--- src/rtl/sram_lane_pkg.sv ---
`timescale 1ns/1ps
package sram_lane_pkg;

  typedef enum logic [2:0] {
    ST_IDLE, ST_SETUP, ST_RD, ST_WTURN, ST_WDATA, ST_HOLD
  } phase_e;

  // ceiling of a timing figure over the clock period, never below one clock
  function automatic int unsigned ps_to_cycles(int unsigned t_ps, int unsigned clk_ps);
    int unsigned c;
    c = (t_ps + clk_ps - 1) / clk_ps;
    if (c < 1) c = 1;
    return c;
  endfunction

  function automatic int unsigned max3(int unsigned a, int unsigned b, int unsigned c);
    int unsigned m;
    m = (a > b) ? a : b;
    return (m > c) ? m : c;
  endfunction

endpackage

--- src/rtl/sram_phase_timer.sv ---
`timescale 1ns/1ps
module sram_phase_timer #(
  parameter int unsigned CNT_W = 2
) (
  input  logic             clk,
  input  logic             rst_n,
  input  logic             load,
  input  logic [CNT_W-1:0] load_val,
  output logic             done
);
  logic [CNT_W-1:0] cnt_q;

  always_ff @(posedge clk or negedge rst_n) begin
    if (!rst_n)              cnt_q <= '0;
    else if (load)           cnt_q <= load_val;
    else if (cnt_q != '0)    cnt_q <= cnt_q - 1'b1;
  end

  // current phase ends on the clock where the count reaches zero
  assign done = (cnt_q == '0);
endmodule

--- src/rtl/sram_lane_decode.sv ---
`timescale 1ns/1ps
module sram_lane_decode #(
  parameter int unsigned LANES  = 2,
  parameter int unsigned LANE_W = 8
) (
  input  logic [LANES-1:0]        mask,
  input  logic                    active,
  input  logic [LANES*LANE_W-1:0] rd_bus,
  output logic [LANES-1:0]        be_n,
  output logic [LANES*LANE_W-1:0] rd_masked
);
  for (genvar l = 0; l < LANES; l++) begin : g_lane
    assign be_n[l] = ~(active & mask[l]);
    assign rd_masked[l*LANE_W +: LANE_W] = mask[l] ? rd_bus[l*LANE_W +: LANE_W] : '0;
  end
endmodule

--- src/rtl/sram_lane_ctrl.sv ---
`timescale 1ns/1ps
module sram_lane_ctrl import sram_lane_pkg::*; #(
  parameter int unsigned CLK_PS      = 5000,
  parameter int unsigned ADDR_W      = 16,
  parameter int unsigned DATA_W      = 16,
  parameter int unsigned LANES       = 2,
  parameter int unsigned READ_CYCLES = ps_to_cycles(10000, CLK_PS),
  parameter int unsigned TURN_CYCLES = ps_to_cycles(6000, CLK_PS),
  parameter int unsigned WE_CYCLES   = ps_to_cycles(6000, CLK_PS)
) (
  input  logic              clk,
  input  logic              rst_n,
  input  logic              req_valid,
  output logic              req_ready,
  input  logic              req_write,
  input  logic [ADDR_W-1:0] req_addr,
  input  logic [DATA_W-1:0] req_wdata,
  input  logic [LANES-1:0]  req_mask,
  output logic              rsp_valid,
  output logic [DATA_W-1:0] rsp_rdata,
  output logic [ADDR_W-1:0] mem_addr,
  output logic              mem_cs_n,
  output logic              mem_we_n,
  output logic              mem_oe_n,
  output logic [LANES-1:0]  mem_be_n,
  output logic [DATA_W-1:0] mem_dq_out,
  output logic              mem_dq_oe,
  input  logic [DATA_W-1:0] mem_dq_in
);
  localparam int unsigned LANE_W = DATA_W / LANES;
  localparam int unsigned PH_MAX = max3(READ_CYCLES, TURN_CYCLES, WE_CYCLES);
  localparam int unsigned CNT_W  = (PH_MAX > 1) ? $clog2(PH_MAX) : 1;

  phase_e              state_q, state_d;
  logic [ADDR_W-1:0]   addr_q;
  logic [DATA_W-1:0]   wdata_q, rdata_q;
  logic [LANES-1:0]    mask_q;
  logic                wr_q;

  // named internal events
  logic accept, strobe, rd_sample, wr_drive, t_done, t_load;
  logic [CNT_W-1:0] t_val;
  logic [DATA_W-1:0] rd_masked;

  assign accept    = (state_q == ST_IDLE) && req_valid;
  assign strobe    = (state_q == ST_RD) || (state_q == ST_WTURN) || (state_q == ST_WDATA);
  assign rd_sample = (state_q == ST_RD) && t_done;
  assign wr_drive  = (state_q == ST_WDATA) || ((state_q == ST_HOLD) && wr_q && (|mask_q));

  assign t_load = (state_q == ST_SETUP) || ((state_q == ST_WTURN) && t_done);
  always_comb begin
    if (state_q == ST_SETUP)
      t_val = wr_q ? CNT_W'(TURN_CYCLES - 1) : CNT_W'(READ_CYCLES - 1);
    else
      t_val = CNT_W'(WE_CYCLES - 1);
  end

  sram_phase_timer #(.CNT_W(CNT_W)) u_timer (
    .clk(clk), .rst_n(rst_n), .load(t_load), .load_val(t_val), .done(t_done)
  );

  sram_lane_decode #(.LANES(LANES), .LANE_W(LANE_W)) u_lanes (
    .mask(mask_q), .active(strobe), .rd_bus(mem_dq_in),
    .be_n(mem_be_n), .rd_masked(rd_masked)
  );

  always_comb begin
    state_d = state_q;
    unique case (state_q)
      ST_IDLE:  if (req_valid) state_d = (|req_mask) ? ST_SETUP : ST_HOLD;
      ST_SETUP: state_d = wr_q ? ST_WTURN : ST_RD;
      ST_RD:    if (t_done) state_d = ST_HOLD;
      ST_WTURN: if (t_done) state_d = ST_WDATA;
      ST_WDATA: if (t_done) state_d = ST_HOLD;
      ST_HOLD:  state_d = ST_IDLE;
      default:  state_d = ST_IDLE;
    endcase
  end

  always_ff @(posedge clk or negedge rst_n) begin
    if (!rst_n) begin
      state_q <= ST_IDLE;
      addr_q  <= '0;
      wdata_q <= '0;
      mask_q  <= '0;
      wr_q    <= 1'b0;
      rdata_q <= '0;
    end else begin
      state_q <= state_d;
      if (accept) begin
        addr_q  <= req_addr;
        wdata_q <= req_wdata;
        mask_q  <= req_mask;
        wr_q    <= req_write;
        rdata_q <= '0;
      end else if (rd_sample) begin
        rdata_q <= rd_masked;
      end
    end
  end

  assign req_ready  = (state_q == ST_IDLE);
  assign rsp_valid  = (state_q == ST_HOLD) && !wr_q;
  assign rsp_rdata  = rdata_q;
  assign mem_addr   = addr_q;
  assign mem_cs_n   = !strobe;
  assign mem_we_n   = !((state_q == ST_WTURN) || (state_q == ST_WDATA));
  assign mem_oe_n   = !(state_q == ST_RD);
  assign mem_dq_out = wdata_q;
  assign mem_dq_oe  = wr_drive;

  AST_IDLE_QUIET: assert property (@(posedge clk) disable iff (!rst_n)
    req_ready |-> (mem_cs_n && mem_we_n && !mem_dq_oe));
  AST_WE_NEEDS_CS: assert property (@(posedge clk) disable iff (!rst_n)
    !mem_we_n |-> !mem_cs_n);
  AST_OE_EXCL_WE: assert property (@(posedge clk) disable iff (!rst_n)
    !mem_oe_n |-> mem_we_n);
  AST_NO_CONTENTION: assert property (@(posedge clk) disable iff (!rst_n)
    mem_dq_oe |-> mem_oe_n);
  AST_TURN_FIRST: assert property (@(posedge clk) disable iff (!rst_n)
    $fell(mem_we_n) |-> !mem_dq_oe);
  AST_ADDR_STABLE: assert property (@(posedge clk) disable iff (!rst_n)
    (!mem_cs_n || $past(!mem_cs_n)) |-> $stable(mem_addr));
  AST_RSP_ONE: assert property (@(posedge clk) disable iff (!rst_n)
    rsp_valid |=> !rsp_valid);
  AST_LANES_OFF: assert property (@(posedge clk) disable iff (!rst_n)
    mem_cs_n |-> (&mem_be_n));
endmodule

--- config.mk ---
export PLATFORM = sky130hd
export DESIGN_NAME = sram_lane_ctrl
export DESIGN_NICKNAME = d
export VERILOG_FILES = /design/src/rtl/sram_lane_pkg.sv /design/src/rtl/sram_phase_timer.sv /design/src/rtl/sram_lane_decode.sv /design/src/rtl/sram_lane_ctrl.sv
export SDC_FILE = /design/constraint.sdc
export NUM_CORES = 1
export LEC_CHECK = 0
export BUFFER_PORTS_ARGS = -buffer_cell sky130_fd_sc_hd__buf_4
export CAP_MARGIN = 10
export CORE_MARGIN = 8
export CORE_UTILIZATION = 45
export CTS_CLUSTER_DIAMETER = 30
export DETAILED_ROUTE_END_ITERATION = 7
export GPL_TIMING_DRIVEN = 0
export PLACE_DENSITY = 0.75
export SYNTH_ARGS = -nofsm -noshare
export SYNTH_HDL_FRONTEND = slang
export SYNTH_HIERARCHICAL = 1
export SYNTH_SLANG_ARGS = --single-unit
--- constraint.sdc ---
create_clock -name clk -period 2.1 [get_ports clk]
set_input_delay 0.105 -clock clk [delete_from_list [all_inputs] [get_ports clk]]
set_output_delay 0.105 -clock clk [all_outputs]
set_load 0.005 [all_outputs]
==> results.py, run 1 <==
metrics = {
    "status": {
        "status": "complete, no violations",
    },
    "clock_tree": {
        "cts_made_buffers": 5,
        "cts_resized": 0,
        "clockRootBuffer": "clkbuf_8",
        "post-cts-setup-buffer-count": 0,
        "h-tree-depth": 2,
        "ctsHoldBuffers": 1,
        "clockBufferDepth": 2,
        "cts_tree": "done",
        "clk_pin_slew_ns": 0.09,
        "clock-sinks": 55,
        "clk_latency_ns": 0.30,
    },
    "sta": {
        "rsz0062_at_grt": "false",
        "period_needed_ns": 1.643,
        "max_slew_margin": 0.5449,
        "tightest_slew_ns": 0.6826,
        "layout_setup_ws_ns": 0.4571,
        "slew_viol_final": 0,
        "finalHoldViolations": 0,
        "setup_violations": 0,
        "fin_crit_sh": 0.7823,
        "fmax_mhz": 608.7,
        "fin_setup_tns_ns": 0,
        "fin_skew_ns": 0.01394,
    },
    "critical_path": {
        "endpoint_kind": "output port",
        "r2r_cells": 5,
        "regToRegStartpoint": "state_q[0]",
        "worstSetupPathType": "flip-flop to output port",
        "path_max_fanout": 10,
        "rr_endpoint": "mem_dq_out[13]",
        "crit_arrival_ns": 1.54,
        "timing.reg2reg.setup_slack_ns": 0.47,
        "required_ns": 2.00,
        "start_kind": "flip-flop",
    },
    "floorplan": {
        "die_x_um": 89.75,
        "row_count": 27,
        "die_area_mm2": 0.008054,
        "core_area_mm2": 0.005371,
        "chipHeight_um": 89.75,
        "ios": 110,
        "initial_core_util": 0.4556,
    },
    "grt": {
        "grtUsageTotal": 0.1463,
        "antenna_found_initial": 0,
        "grt_first_pass_wirelength_mm": 9.680,
        "first_global_vias": 1896,
        "grt_remaining_overflow": 0,
        "grt_start_max_net_pins": 56,
    },
    "final_layout": {
        "fillerInstances": 419,
        "drive_above_1_share": 0.5893,
        "n_antenna_cell": 0,
        "multi_input_area_um2": 945.9,
        "areaGrowthSynthToFinish_pct": 41.62,
        "seqCellArea_mm2": 0.001376,
        "fin_nets": 333,
        "stdcell_count": 352,
        "final_util": 0.6452,
        "finish.instance_area_mm2": 0.003466,
    },
    "yosys": {
        "synth_cell_type_count": 31,
        "ys_dominant_reg_cell": "dfrtp_1",
        "syn-cell-area_mm2": 0.002447,
        "yosysTopAreaCell": "dfrtp_1",
        "synth_top_area_share": 0.5624,
        "yosys-top-cells-count": "dfrtp_1, mux2_4, and2_1",
        "yosysMostFrequentCell": "dfrtp_1",
        "syn_area_per_cell_um2": 15.11,
        "synth_edf_count": 0,
        "ys_seq_elements": 55,
        "ys_seq_area_frac": 0.5624,
        "synth_cells": 162,
        "yosys_warnings": 6,
        "syn_nets": 216,
        "async_reset_ff_frac": 1.000,
        "synth_area_leaders": "dfrtp_1, mux2_4, and2_1",
    },
    "place": {
        "place.gp.congestion": 0.8256,
        "dp_cells": 343,
        "dp_hpwl_mm": 4.336,
        "dpl_cell_area_mm2": 0.003356,
        "io_buffers": 109,
        "dp_slack_ns": 0.4704,
    },
    "run": {
        "drv_cap": 0,
    },
    "power_and_ir_drop": {
        "peakVddDrop_uv": 682.9,
        "leakage_nw": 1.743,
        "power-per-cell-area_mw_per_mm2": 1479,
    },
    "detailed_routing": {
        "drt-initial-drc-count": 43,
        "via_per_inst": 4.827,
        "wl_mm": 5.763,
        "dr.pass1.iters": 4,
        "vias": 1699,
        "avgRoutedWirePerCell_um": 16.37,
        "drc": 0,
        "ant_nets": 0,
    },
    "min_path": {
        "hp-class": "input port to flip-flop",
        "hp-start": "req_addr[12]",
        "whs_path_depth": 2,
        "min_to": "mem_addr[12]",
    },
}
==> placed cells by master (no fill, tap or decap), drive strengths merged, types with 2 or more instances in the layout <==
| cell type | instances |
|---|---|
| a21oi | 2 |
| a22o | 16 |
| and2 | 17 |
| buf | 117 |
| clkbuf | 9 |
| dfrtp | 55 |
| inv | 2 |
| mux2 | 35 |
| nand2 | 4 |
| nor2 | 4 |
| nor3b | 2 |
| o21ai | 3 |
==> area by class of cell <==
type                       count  share of cell area
inverter                       2            0.002166
multi-input combinational     96              0.2729
sequential                    55              0.3971
clock buffer                   8             0.02888
tap                           72             0.02599
timing repair buffer         110              0.2390
buffer                         9             0.03394
==> cells by family (layout without fill, tap and decap cells) <==
group / count (synthesis) / after routing / share of synthesized area
compound gates: 24 / 24 / 0.07924
flops: 55 / 55 / 0.5624
mux: 35 / 35 / 0.2071
simple gates: 36 / 36 / 0.09867
buf+inv: 11 / 129 / 0.05112
other cells: 1 / 1 / 0.001532
==> critical path: stages (launching register included) <==
cell and delay, ns:
dfrtp_1 0.43, clkbuf_1 0.33, nor4bb_1 0.32, buf_4 0.16
==> how the worst max path moves through the flow <==
stage / cells after the start / start / slack [ns] / endpoint
floorplan: 5 / state_q[0] / 0.58 / mask_q[0]
global placement: 5 / state_q[0] / 0.49 / mem_addr[5]
detailed placement: 5 / state_q[0] / 0.47 / mem_addr[5]
CTS: 3 / state_q[2] / 0.44 / rsp_valid
global route: 3 / state_q[2] / 0.35 / rsp_valid
finish: 3 / state_q[2] / 0.46 / rsp_valid
==> metrics by stage <==
| step | total power, mW | hold slack (ns) |
|---|---|---|
| 2_1_floorplan | 3.346 | -0.1906 |
| 3_3_place_gp | 4.515 | 0.1959 |
| 3_5_place_dp | 4.577 | 0.1927 |
| 4_1_cts | 5.220 | 0.01176 |
| 5_1_grt | 5.502 | 0.01434 |
| 6_report | 5.127 | 0.03143 |
==> sequential cells by signal, indices dropped and copies added (netlist names) <==
signal	count
state_q	3
u_timer/cnt_q	1
mask_q	2
rsp_rdata	16
mem_dq_out	16
wr_q	1
mem_addr	16
==> power by group <==
part | switching, mW | total, mW | internal (mW)
sequential | 0.364 | 1.96 | 1.60
combinational | 0.880 | 2.55 | 1.67
clock | 0.308 | 0.609 | 0.301
total | 1.55 | 5.13 | 3.57
==> metal layers <==
metal | vias up | share of wire | track usage
met5 | - | 0 | 0
met4 | 0 | 0.016 | 0.05360
met3 | 6 | 0.085 | 0.05653
met2 | 66 | 0.48 | 0.2325
met1 | 824 | 0.42 | 0.1750
li1 | 803 | - | -
No activity file was read; power rests on OpenSTA's default activity.
==> run 2: changes to the inputs <==
Clock period 2.1 ns to 1.7 ns, I/O delays scaled along.
==> run 2 against run 1 <==
Worst hold slack worse by 0.016 ns. Count of clock-buffer cells in the layout stayed put. Clock skew hardly changed. Non-clock buffer count is 14 higher. Via count is 3.6% higher. Sequential share of layout area is 1.5 points lower. Wire length is 4.3% higher. Global-route usage is 0.39 points higher. Combinational power is 26% higher. Critical path depth is 2 higher. Core utilization is 2.6 points higher.
==> results.py, run 2 (synthesis gave the netlist of run 1 again) <==
metrics = {
    "status": {
        "status": "complete, no violations",
    },
    "power_and_ir_drop": {
        "peakVddDrop_uv": 843.3,
        "p_seq_frac": 0.379,
        "power.share.clock": 0.118,
        "power-per-cell-area_mw_per_mm2": 1776,
        "p_sw_mw": 1.946,
        "leakage_nw": 1.807,
        "swShare": 0.3039,
        "total_power_mw": 6.403,
        "p_comb_frac": 0.502,
        "p_int_mw": 4.457,
    },
    "critical_path": {
        "timing.reg2reg.setup_slack_ns": 0.06,
        "cp_num_buf_inv": 3,
        "r2r_cells": 5,
        "crit_arrival_ns": 1.81,
        "worstPathCellList": "buf_6 > nor4b_2 > buf_6 > buf_12 > mux2_4",
        "endpoint_kind": "flip-flop",
        "cpMostUsedCell": "buf_6",
        "critPathMaxStageDelay_ns": 0.38,
        "critical_path.slowest_cell": "dfrtp_1",
        "start_kind": "flip-flop",
        "required_ns": 1.87,
        "regToRegStartpoint": "state_q[0]",
        "cp_top_family": "buffers and inverters",
        "worstSetupPathType": "flip-flop to flip-flop",
        "rr_endpoint": "mem_dq_out[13]",
        "path_max_fanout": 10,
    },
    "sta": {
        "slew_viol_final": 0,
        "max_slew_margin": 0.5447,
        "rsz0062_at_grt": "true",
        "layout_setup_ws_ns": 0.06071,
        "fin_skew_ns": 0.01441,
        "setup_violations": 0,
        "fin_crit_sh": 0.9643,
        "fmax_mhz": 610.0,
        "period_needed_ns": 1.639,
        "tightest_slew_ns": 0.6830,
        "fin_hold_ws_ns": 0.01547,
        "finalHoldViolations": 0,
    },
    "floorplan": {
        "chipHeight_um": 89.75,
        "core_area_mm2": 0.005371,
        "die_area_mm2": 0.008054,
        "ios": 110,
        "row_count": 27,
        "die_x_um": 89.75,
        "initial_core_util": 0.4556,
    },
    "clock_tree": {
        "clock-sinks": 55,
        "clockRootBuffer": "clkbuf_8",
        "clk_pin_slew_ns": 0.09,
        "cts_tree": "done",
        "clockBufferDepth": 2,
        "h-tree-depth": 2,
        "clk_latency_ns": 0.30,
        "cts_made_buffers": 5,
    },
    "min_path": {
        "min_to": "wr_q",
        "whs_path_depth": 2,
        "hp-class": "input port to flip-flop",
        "hp-start": "req_write",
    },
    "final_layout": {
        "final_cell_mix": "buf_4, dfrtp_1, mux2_4, and2_1, dlygate4sd3_1",
        "drive_above_1_share": 0.5748,
        "fillerInstances": 399,
        "fin_nets": 347,
        "seqCellArea_mm2": 0.001376,
        "finish.instance_area_mm2": 0.003605,
        "final_common_cell": "buf_4",
        "n_antenna_cell": 0,
        "multi_input_area_um2": 948.4,
        "areaGrowthSynthToFinish_pct": 47.29,
    },
    "detailed_routing": {
        "drc": 0,
        "dr.pass1.iters": 5,
        "vias": 1760,
        "avgRoutedWirePerCell_um": 16.43,
        "ant_nets": 0,
        "wl_mm": 6.012,
        "drt-initial-drc-count": 43,
        "via_per_inst": 4.809,
    },
    "place": {
        "dp_slack_ns": 0.07040,
        "io_buffers": 109,
        "dpl_cell_area_mm2": 0.003356,
        "dp_hpwl_mm": 4.336,
        "place.gp.congestion": 0.8256,
    },
    "grt": {
        "first_global_vias": 1932,
        "grt_start_max_net_pins": 56,
        "grtUsageTotal": 0.1502,
        "grt_first_pass_wirelength_mm": 9.915,
        "grt_remaining_overflow": 0,
        "antenna_found_initial": 0,
    },
    "run": {
        "drv_cap": 0,
    },
}
-- run 2: changes by cell type in the layout (fill, tap and decap cells not counted) --
cell | previous run | this run
buf_4 | 109 | 111
clkbuf_1 | 2 | 1
clkbuf_2 | 0 | 1
dlygate4sd3_1 | 1 | 13
nor2_1 | 3 | 2
nor2_2 | 0 | 1
-- run 2: worst register-to-register path, delay by kind of cell, from the launching register on --
| kind | cells | cell delay (ns) |
|---|---|---|
| buf+inv | 3 | 0.54 |
| flops | 1 | 0.38 |
| simple gates | 1 | 0.29 |
| mux | 1 | 0.30 |
-- run 2: final cells by class --
cell class | instances | share of cell area
Sequential cell | 55 | 0.3818
Buffer | 9 | 0.03297
Inverter | 2 | 0.002083
Tap cell | 72 | 0.02499
Clock buffer | 8 | 0.02777
Multi-Input combinational cell | 96 | 0.2631
Timing Repair Buffer | 124 | 0.2673
-- run 2: layer usage --
metal,wire [µm],vias up,track usage
met1,2472,859,0.1765
li1,-,833,-
met5,0,-,0
met3,498,4,0.05569
met2,2968,64,0.2448
met4,73,0,0.05360
-- run 2: power by group through the flow --
stage               logic (mW)  clock network [mW]  registers (mW)
floorplan                 1.71                   0            2.42
global placement          3.15                   0            2.43
detailed placement        3.22                   0            2.44
CTS                       3.24               0.792            2.43
global route              3.49               0.843            2.53
finish                    3.22               0.758            2.43
-- run 2: worst max-delay path by stage --
stage                from        endpoint  slack (ns)  depth (start not counted)
2_1_floorplan  state_q[0]       mask_q[0]        0.18                          5
3_3_place_gp   state_q[0]     mem_addr[5]        0.09                          5
3_5_place_dp   state_q[0]     mem_addr[5]        0.07                          5
4_1_cts        state_q[0]     mem_addr[5]        0.05                          5
5_1_grt        state_q[0]  mem_dq_out[12]       -0.01                          5
6_report       state_q[0]  mem_dq_out[13]        0.06                          5
-- run 2: what timing repair did --
item                                    in CTS  in global routing
setup buffers                                0                  2
hold endpoints to repair                    63                  4
endpoints found under the setup margin       0                 11
hold buffers                                 9                  4
resized for setup                            0                  3
-- run 2: stage by stage --
stage	utilization	instances	TNS (ns)
floorplan	-	162	0
global placement	0.6247	343	0
detailed placement	0.6247	343	0
CTS	0.6601	360	0
global route	0.6711	366	-0.05364
finish	0.6711	366	0
